<file path="config.mk">
export PLATFORM = sky130hd
export DESIGN_NAME = lock_token_seq
export DESIGN_NICKNAME = d
export VERILOG_FILES = /design/src/rtl/lts_pkg.sv /design/src/rtl/lts_token_pool.sv /design/src/rtl/lts_age_order.sv /design/src/rtl/lock_token_seq.sv
export SDC_FILE = /design/constraint.sdc
export NUM_CORES = 1
export LEC_CHECK = 0
export BUFFER_PORTS_ARGS = -buffer_cell sky130_fd_sc_hd__clkbuf_2
export CORE_MARGIN = 2
export CORE_UTILIZATION = 39
export CTS_BUF_LIST = sky130_fd_sc_hd__clkbuf_16
export CTS_CLUSTER_SIZE = 8
export DETAILED_ROUTE_END_ITERATION = 8
export SYNTH_ARGS = -nofsm -noshare
export SYNTH_HDL_FRONTEND = slang
export SYNTH_SLANG_ARGS = --single-unit
</file>
<file path="constraint.sdc">
create_clock -name clk -period 6.8 [get_ports clk]
set_input_delay 1.36 -clock clk [delete_from_list [all_inputs] [get_ports clk]]
set_output_delay 1.36 -clock clk [all_outputs]
set_load 0.02 [all_outputs]
</file>
<file path="src/rtl/lts_pkg.sv">
// Package: shared helpers for the lock token sequencer.
// Assumes no channel vector is wider than 32 bits.
package lts_pkg;

    // Counts the set bits in a vector of up to 32 bits.
    function automatic int count_ones(input logic [31:0] v);
        int n;
        n = 0;
        for (int b = 0; b < 32; b++) begin
            n += int'(v[b]);
        end
        return n;
    endfunction

endpackage

</file>
<file path="src/rtl/lts_token_pool.sv">
// Module: lts_token_pool
// Clamps the programmed token limit to 1..MAX_TOK and computes how many
// tokens are free, given the set of channels that keep their token this cycle.
// Assumes NUM_CH <= 32. Purely combinational.
module lts_token_pool #(
    parameter int NUM_CH  = 8,
    parameter int MAX_TOK = 16,
    parameter int LIM_W   = 5,
    parameter int CW      = 5
) (
    input  logic [NUM_CH-1:0] kept,
    input  logic [LIM_W-1:0]  tok_limit,
    output logic [CW-1:0]     free_tok,
    output logic [CW-1:0]     eff_limit
);
    import lts_pkg::*;

    logic [CW-1:0] held;

    // Clamp the limit and subtract the tokens that stay held.
    always_comb begin
        if (tok_limit == '0) begin
            eff_limit = CW'(1);
        end else if (int'(tok_limit) > MAX_TOK) begin
            eff_limit = CW'(MAX_TOK);
        end else begin
            eff_limit = CW'(tok_limit);
        end
        held     = CW'(count_ones(32'(kept)));
        free_tok = (eff_limit > held) ? (eff_limit - held) : '0;
    end

endmodule

</file>
<file path="src/rtl/lts_age_order.sv">
// Module: lts_age_order
// Records the arrival order of waiting channels in a matrix: row k, bit j set
// means channel j arrived before channel k. Outputs the rank of each candidate,
// which is the number of older candidates. Channels that arrive in the same
// cycle are ordered by index, lowest first. Assumes NUM_CH <= 32.
module lts_age_order #(
    parameter int NUM_CH = 8,
    parameter int CW     = 5
) (
    input  logic                           clk,
    input  logic                           rst_n,
    input  logic [NUM_CH-1:0]              in_line,
    input  logic [NUM_CH-1:0]              joining,
    input  logic [NUM_CH-1:0]              cand,
    output logic [NUM_CH-1:0][CW-1:0]      rank
);
    import lts_pkg::*;

    logic [NUM_CH-1:0][NUM_CH-1:0] ahead_q, ahead_d;

    // Next-state rows: a joiner sees everything already in line as older;
    // a joiner's column is cleared in every other row.
    always_comb begin
        for (int k = 0; k < NUM_CH; k++) begin
            for (int j = 0; j < NUM_CH; j++) begin
                if (joining[k]) begin
                    ahead_d[k][j] = in_line[j] | (joining[j] && (j < k));
                end else begin
                    ahead_d[k][j] = ahead_q[k][j] & ~joining[j];
                end
            end
        end
    end

    // Register the order matrix.
    always_ff @(posedge clk) begin
        if (!rst_n) begin
            ahead_q <= '0;
        end else begin
            ahead_q <= ahead_d;
        end
    end

    // Rank of each channel among the current candidates.
    always_comb begin
        for (int k = 0; k < NUM_CH; k++) begin
            rank[k] = CW'(count_ones(32'(ahead_q[k] & cand)));
        end
    end

    // the order record is empty after reset.
    assert_order_cleared_R11: assert property (@(posedge clk)
        $past(!rst_n) |-> (ahead_q == '0));

endmodule

</file>
<file path="src/rtl/lock_token_seq.sv">
// Module: lock_token_seq (top)
// Grants lock-attempt tokens to eligible channels in arrival order, takes a
// token back when its holder locks or loses its signal, and never lets the
// number of holders exceed the programmed limit at the moment of a grant.
// Assumes NUM_CH <= 32 and all inputs synchronous to clk.
module lock_token_seq #(
    parameter int NUM_CH  = 8,
    parameter int MAX_TOK = 16,
    parameter int LIM_W   = $clog2(MAX_TOK + 1)
) (
    input  logic              clk,
    input  logic              rst_n,
    input  logic [NUM_CH-1:0] sig_det,
    input  logic [NUM_CH-1:0] lock_permit,
    input  logic [NUM_CH-1:0] lock_req,
    input  logic [NUM_CH-1:0] cdr_locked,
    input  logic [LIM_W-1:0]  tok_limit,
    output logic [NUM_CH-1:0] grant
);
    localparam int BIGGEST = (NUM_CH > MAX_TOK) ? NUM_CH : MAX_TOK;
    localparam int CW      = $clog2(BIGGEST + 1);

    logic [NUM_CH-1:0]         grant_q, wait_q;
    logic [NUM_CH-1:0]         eligible, release_c, stay_wait, joining, issue;
    logic [NUM_CH-1:0]         kept;
    logic [NUM_CH-1:0][CW-1:0] rank;
    logic [CW-1:0]             free_tok, eff_limit;

    // Per-channel eligibility, token return and wait-line membership.
    always_comb begin
        eligible  = lock_req & sig_det & lock_permit & ~cdr_locked;
        release_c = grant_q & (cdr_locked | ~sig_det);
        kept      = grant_q & ~release_c;
        stay_wait = wait_q & eligible;
        joining   = eligible & ~wait_q & ~grant_q;
    end

    lts_token_pool #(
        .NUM_CH (NUM_CH),
        .MAX_TOK(MAX_TOK),
        .LIM_W  (LIM_W),
        .CW     (CW)
    ) u_pool (
        .kept     (kept),
        .tok_limit(tok_limit),
        .free_tok (free_tok),
        .eff_limit(eff_limit)
    );

    lts_age_order #(
        .NUM_CH(NUM_CH),
        .CW    (CW)
    ) u_order (
        .clk    (clk),
        .rst_n  (rst_n),
        .in_line(wait_q),
        .joining(joining),
        .cand   (stay_wait),
        .rank   (rank)
    );

    // Hand free tokens to the oldest candidates.
    always_comb begin
        for (int i = 0; i < NUM_CH; i++) begin
            issue[i] = stay_wait[i] && (rank[i] < free_tok);
        end
    end

    // Register grants and wait-line membership.
    always_ff @(posedge clk) begin
        if (!rst_n) begin
            grant_q <= '0;
            wait_q  <= '0;
        end else begin
            grant_q <= kept | issue;
            wait_q  <= (stay_wait & ~issue) | joining;
        end
    end

    assign grant = grant_q;

    // the pool never hands out more tokens than the limit.
    assert_cap_at_grant_R6: assert property (@(posedge clk) disable iff (!rst_n)
        (|(grant_q & ~$past(grant_q))) |-> ($countones(grant_q) <= int'($past(eff_limit))));

    generate
        for (genvar c = 0; c < NUM_CH; c++) begin : g_chk
            // a new grant needs signal detect and permit in the prior cycle.
            assert_grant_gated_R1: assert property (@(posedge clk) disable iff (!rst_n)
                $rose(grant_q[c]) |-> $past(sig_det[c] && lock_permit[c]));
            // lock returns the token at the next edge.
            assert_lock_returns_R3: assert property (@(posedge clk) disable iff (!rst_n)
                (grant_q[c] && cdr_locked[c]) |=> !grant_q[c]);
            // losing signal detect returns the token at the next edge.
            assert_sigloss_returns_R7: assert property (@(posedge clk) disable iff (!rst_n)
                (grant_q[c] && !sig_det[c]) |=> !grant_q[c]);
            // a channel is never both waiting and holding.
            assert_wait_or_hold_R9: assert property (@(posedge clk) disable iff (!rst_n)
                !(grant_q[c] && wait_q[c]));
        end
    endgenerate

endmodule

</file>
Word level (Yosys, flattened, before mapping)
Index checks and enable logic that the tools add are counted.
Storage, ports and cells
  input bits: 39
  register bits: 80
  output and inout bits: 8
  word-level logic and storage cells: 457
Operators by class
  reductions and logical operators: 9
  add/sub/neg operators: 256
  bitwise gates (word level): 105
  magnitude comparators: 10
  multiplexer cells: 67
Operator list (number)
  $add 5x2->5 const B: 192
  $add 5x2->5: 54
  $and 8x8->8: 17
  $and 1x1->1: 64
  $mux 1: 64
  $not 8->8: 6
  $lt 5x5->1: 8
  $or 8x8->8: 3
  $add 1x1->2: 9
  $mux 5: 3
  $logic_and 1x1->1: 8
  $not 1->1: 8
  $or 1x1->1: 7
  $gt 5x5->1: 1
  $gt 5x5->1 const B: 1
  $logic_not 5->1: 1
  $sub 5x5->5: 1

Depth between registers and ports, before layout
  depth after elaboration: 41
  gate-level depth with buffers: 22
  depth with buffers taken out: 22

Modules after synthesis
Synthesis repeated with hierarchy kept, for this count alone.
Unflattened totals
  cell total of the unflattened synthesis: 714
  area total of the unflattened synthesis: 6311.1 µm²
Modules (own cells, without submodules)
  lts_age_order: times used 1, area an instance 4152.7 µm², cells each 474
  lock_token_seq: times used 1, area an instance 1729.2 µm², cells each 182
  lts_token_pool: times used 1, area an instance 429.2 µm², cells each 58

Least setup slack after synthesis
OpenSTA, ideal clock, no wires.
  path kind: input -> register
  start: in sig_det[0]
  end: reg grant_q[6], in the netlist grant[6]
  path slack: 0.646 ns
  cell stages on the path: 20
  arrival: 6.029 ns
  path buffers: 0
  cells stage by stage: nor2b_1 > nand2_1 > inv_1 > ha_1 > inv_1 > fa_1 > inv_1 > fa_1 > fa_1 > inv_1 > fa_1 > ha_1 > nor2b_1 > o31ai_1 > a21oi_1 > nand3_1 > ha_1 > nand4_1 > o211a_1 > o41a_1
Between the ends
  longest elaborated chain between the ends: 39
  elaborated cells between the ends (all ways): 54
  those cells by class: add/sub (39); order compare (2); mux (1); bitwise (11); reduce/logical (1)
RTL lines
  start: declaration: line lock_token_seq.sv:13  | input logic [NUM_CH-1:0] sig_det,
  $and 8x8->8 (3 in a row): line lock_token_seq.sv:31  | eligible = lock_req & sig_det & lock_permit & ~cdr_locked;
  $and 8x8->8: line lock_token_seq.sv:34  | stay_wait = wait_q & eligible;
  $and 8x8->8: line lts_age_order.sv:47  | rank[k] = CW'(count_ones(32'(ahead_q[k] & cand)));
  $add 1x1->2: line lts_pkg.sv:10  | n += int'(v[b]);
  $add 5x2->5 (30 in a row): line lts_pkg.sv:10
  $lt 5x5->1 (*): line lock_token_seq.sv:65  | issue[i] = stay_wait[i] && (rank[i] < free_tok);
  $logic_and 1x1->1 (*): line lock_token_seq.sv:65
  $or 8x8->8 (*): line lock_token_seq.sv:75  | grant_q <= kept | issue;
  end signal: assignment: line lock_token_seq.sv:75
  end: declaration: line lock_token_seq.sv:23  | logic [NUM_CH-1:0] grant_q, wait_q;
Mark *: on every way between the ends. The rest lies on a longest branch, timed or not.
A chain may end at the register's enable or synchronous reset.

Final worst setup path
Same ends and word-level chain as after synthesis.

==> impl_metrics.toml <==
[status]
status = "completed"

[setup_path]
start_kind = "input pin"
path_cells = "clkbuf_2 > nor2b_1 > nand2_1 > inv_1 > ha_1 > inv_1 > fa_1 > inv_1 > fa_1 > fa_1 > inv_1 > fa_1 > ha_1 > nor2b_1 > o31ai_1 > a21oi_1 > nand2_1 > ha_1 > nand4_1 > o211a_1 > o41a_1"
r2r_start = "grant[1]$_SDFF_PN0_"
critPathRequiredTime_ps = 7030
slowest_delay_ps = 520
critical_path_buf_inv_count = 5
crit_slowest_cell = "fa_1"
crit_family = "adder cells"
ff2ff_path_depth = 18
endpoint_kind = "flop"
arrival_ps = 6750
cp_max_fo = 8
cp-startpoint = "sig_det[0]"
cp.depth = 21
r2r-end = "grant[6]$_SDFF_PN0_"
critPathCapture = "grant[6]$_SDFF_PN0_"
crit_type = "in2reg"
r2r_setup_slack_ps = 1060

[clock_tree]
path_clk_slew_ps = 60
clock-sinks = 80
clk_latency_ps = 340
htree_levels = 3
root_buffer = "clkbuf_16"
cts_hold_buf = 0
cts_buffers = 9
cts_max_path_buffers = 2
cts_tree = "done"

[layout]
final_util_pct = 44.0
layout.cells.most_common = "dfxtp_1"
area_growth_pct = 11.5
final_cell_mix = "80 x dfxtp_1, 74 x inv_1, 68 x nand2_1, 55 x ha_1, 46 x clkbuf_2"
diodes = 0
final_area_mm2 = 0.00661
drive_above_1_share_pct = 11.2
nets = 849

[floorplanning]
core.rowCount = 45
die_width_um = 127
io_pins = 47
core_mm2 = 0.0150
die_area_mm2 = 0.0162
initial_utilization_pct = 39.4
die_y_um = 127

[placement]
placed_area_mm2 = 0.00634
dpl.hpwl_um = 12400
port-buffer-count = 46
gp_congestion = 0.876
place_ws_ps = -81.2

[synthesis]
syn-cell-area_mm2 = 0.00593
syn_inst = 678
synth_top_cell_by_area = "dfxtp_1"
yosysWarnings = 0
synth_fp_nets = 809
synthFlopType = "dfxtp_1"
synth_cell_types = 45
synth.area.top_cells = "dfxtp_1 27%, fa_1 12%, ha_1 12%"
synth_top_area_share_pct = 27.0
synth_edf_count = 0
async_flop_share_pct = 0
synth_seq_cells = 80
synth_seq_area_share_pct = 27.0
syn_avg_cell_area_um2 = 8.74

[worst_hold_path]
min_path_cells = 2
hp-class = "reg2reg"

[drt]
post_drt_via_cell_ratio = 5.50
dr.pass1.iters = 4
drtAntennaViolNets = 0
drtIter0Drc = 260
drcViolationCount = 0
dr_total_vias = 5012
wire_per_inst_um = 18.0
drt_wl_total_um = 16400

[global_route]
grt_pass1_vias = 5131
grt_max_degree = 72
grt_pass1_wl_um = 26600
antenna_found_initial = 0
grt_use_total_pct = 21.3
grt_overflow = 0

[timing]
worst_slew_pin_slew_ps = 900
relSlewSlack_pct = 39.8
clock_skew_ps = 8.34
min_period_over_period_pct = 95.9
fin_ws_ps = 282
hold_viol_final = 0
fmax_mhz = 153
maxSlewViolCount = 0
min_period_ps = 6520
setup_viol = 0

[power]
ir_worst_vdd_mv = 0.0806
power.density_mw_per_mm2 = 157
cellLeakagePower_nw = 3.02

[run]
drv_cap = 0
metrics by stage:
step / setup TNS [ps] / hold slack, ps / total power, mW / instances
floorplan: 0 / 405 / 0.563 / 678
global placement: 0 / 417 / 0.599 / 895
detailed placement: -280 / 426 / 0.604 / 895
CTS: 0 / 434 / 1.04 / 911
global route: -48.0 / 459 / 1.07 / 911
finish: 0 / 435 / 1.03 / 911
logic make-up after synthesis:
group	synth area share, %
fa+ha+maj	24.1
buf+inv	6.31
compound gates	16.1
mux	2.03
flops	27.0
xor+xnor	3.69
simple gates	20.7
Yosys cell counts, types with 10 or more instances:
| library cell | instances |
|---|---|
| clkbuf_1 | 11 |
| ha_1 | 55 |
| nor2_1 | 44 |
| inv_1 | 71 |
| mux2i_1 | 12 |
| buf_2 | 11 |
| o21a_1 | 16 |
| fa_1 | 37 |
| nor2b_1 | 14 |
| o21ai_0 | 23 |
| nand2_1 | 68 |
| xnor2_1 | 21 |
| a21oi_1 | 44 |
| and2_1 | 27 |
| dfxtp_1 | 80 |
| and3_1 | 23 |
| a21o_1 | 10 |
worst reg2reg max path, stage by stage, from the launching register on:
cell and delay (ps):
dfxtp_1 370, and3b_1 250, ha_1 290, inv_1 50, fa_1 520, inv_1 70, fa_1 510, fa_1 450
inv_1 80, fa_1 430, ha_1 320, nor2b_1 230, o31ai_1 150, a21oi_1 320, nand2_1 390, ha_1 470
nand4_1 110, o211a_1 240, o41a_1 390
sequential cells by signal, summed over array words and instances (netlist names), named ones only:
name             cells
u_order.ahead_q     56
grant                8
wait_q               8
power breakdown:
group / total (mW) / internal (mW) / switching [mW]
Clock: 0.438 / 0.241 / 0.197
Sequential: 0.479 / 0.474 / 0.00453
Combinational: 0.118 / 0.0441 / 0.0740
worst min-delay path by stage:
stage / end / slack [ps]
finish: flop / 430
CTS: flop / 430
global route: flop / 460
global placement: flop / 420
floorplan: flop / 410
detailed placement: flop / 430
routing by layer:
metal | wire (µm) | up-vias | share of wire (%) | track usage [%]
met1 | 7780 | 2402 | 48 | 29.5
li1 | - | 2416 | - | -
met5 | 0 | - | 0 | 0
met2 | 7370 | 165 | 45 | 33.5
met4 | 401 | 0 | 2.4 | 8.73
met3 | 821 | 29 | 5.0 | 2.89
area by class of cell:
type	count	area, µm²
fill	1479	8430
multi-input combinational	502	3960
sequential	80	1600
timing repair buffer	54	290
inverter	71	267
tap	188	235
clock buffer	9	225
clock inverter	7	32.5
what timing repair did:
action	in CTS	in global routing
buffers inserted	0	0
resized for setup	0	1
endpoints found under the setup margin	0	5
(Power assumes the default switching activity.)
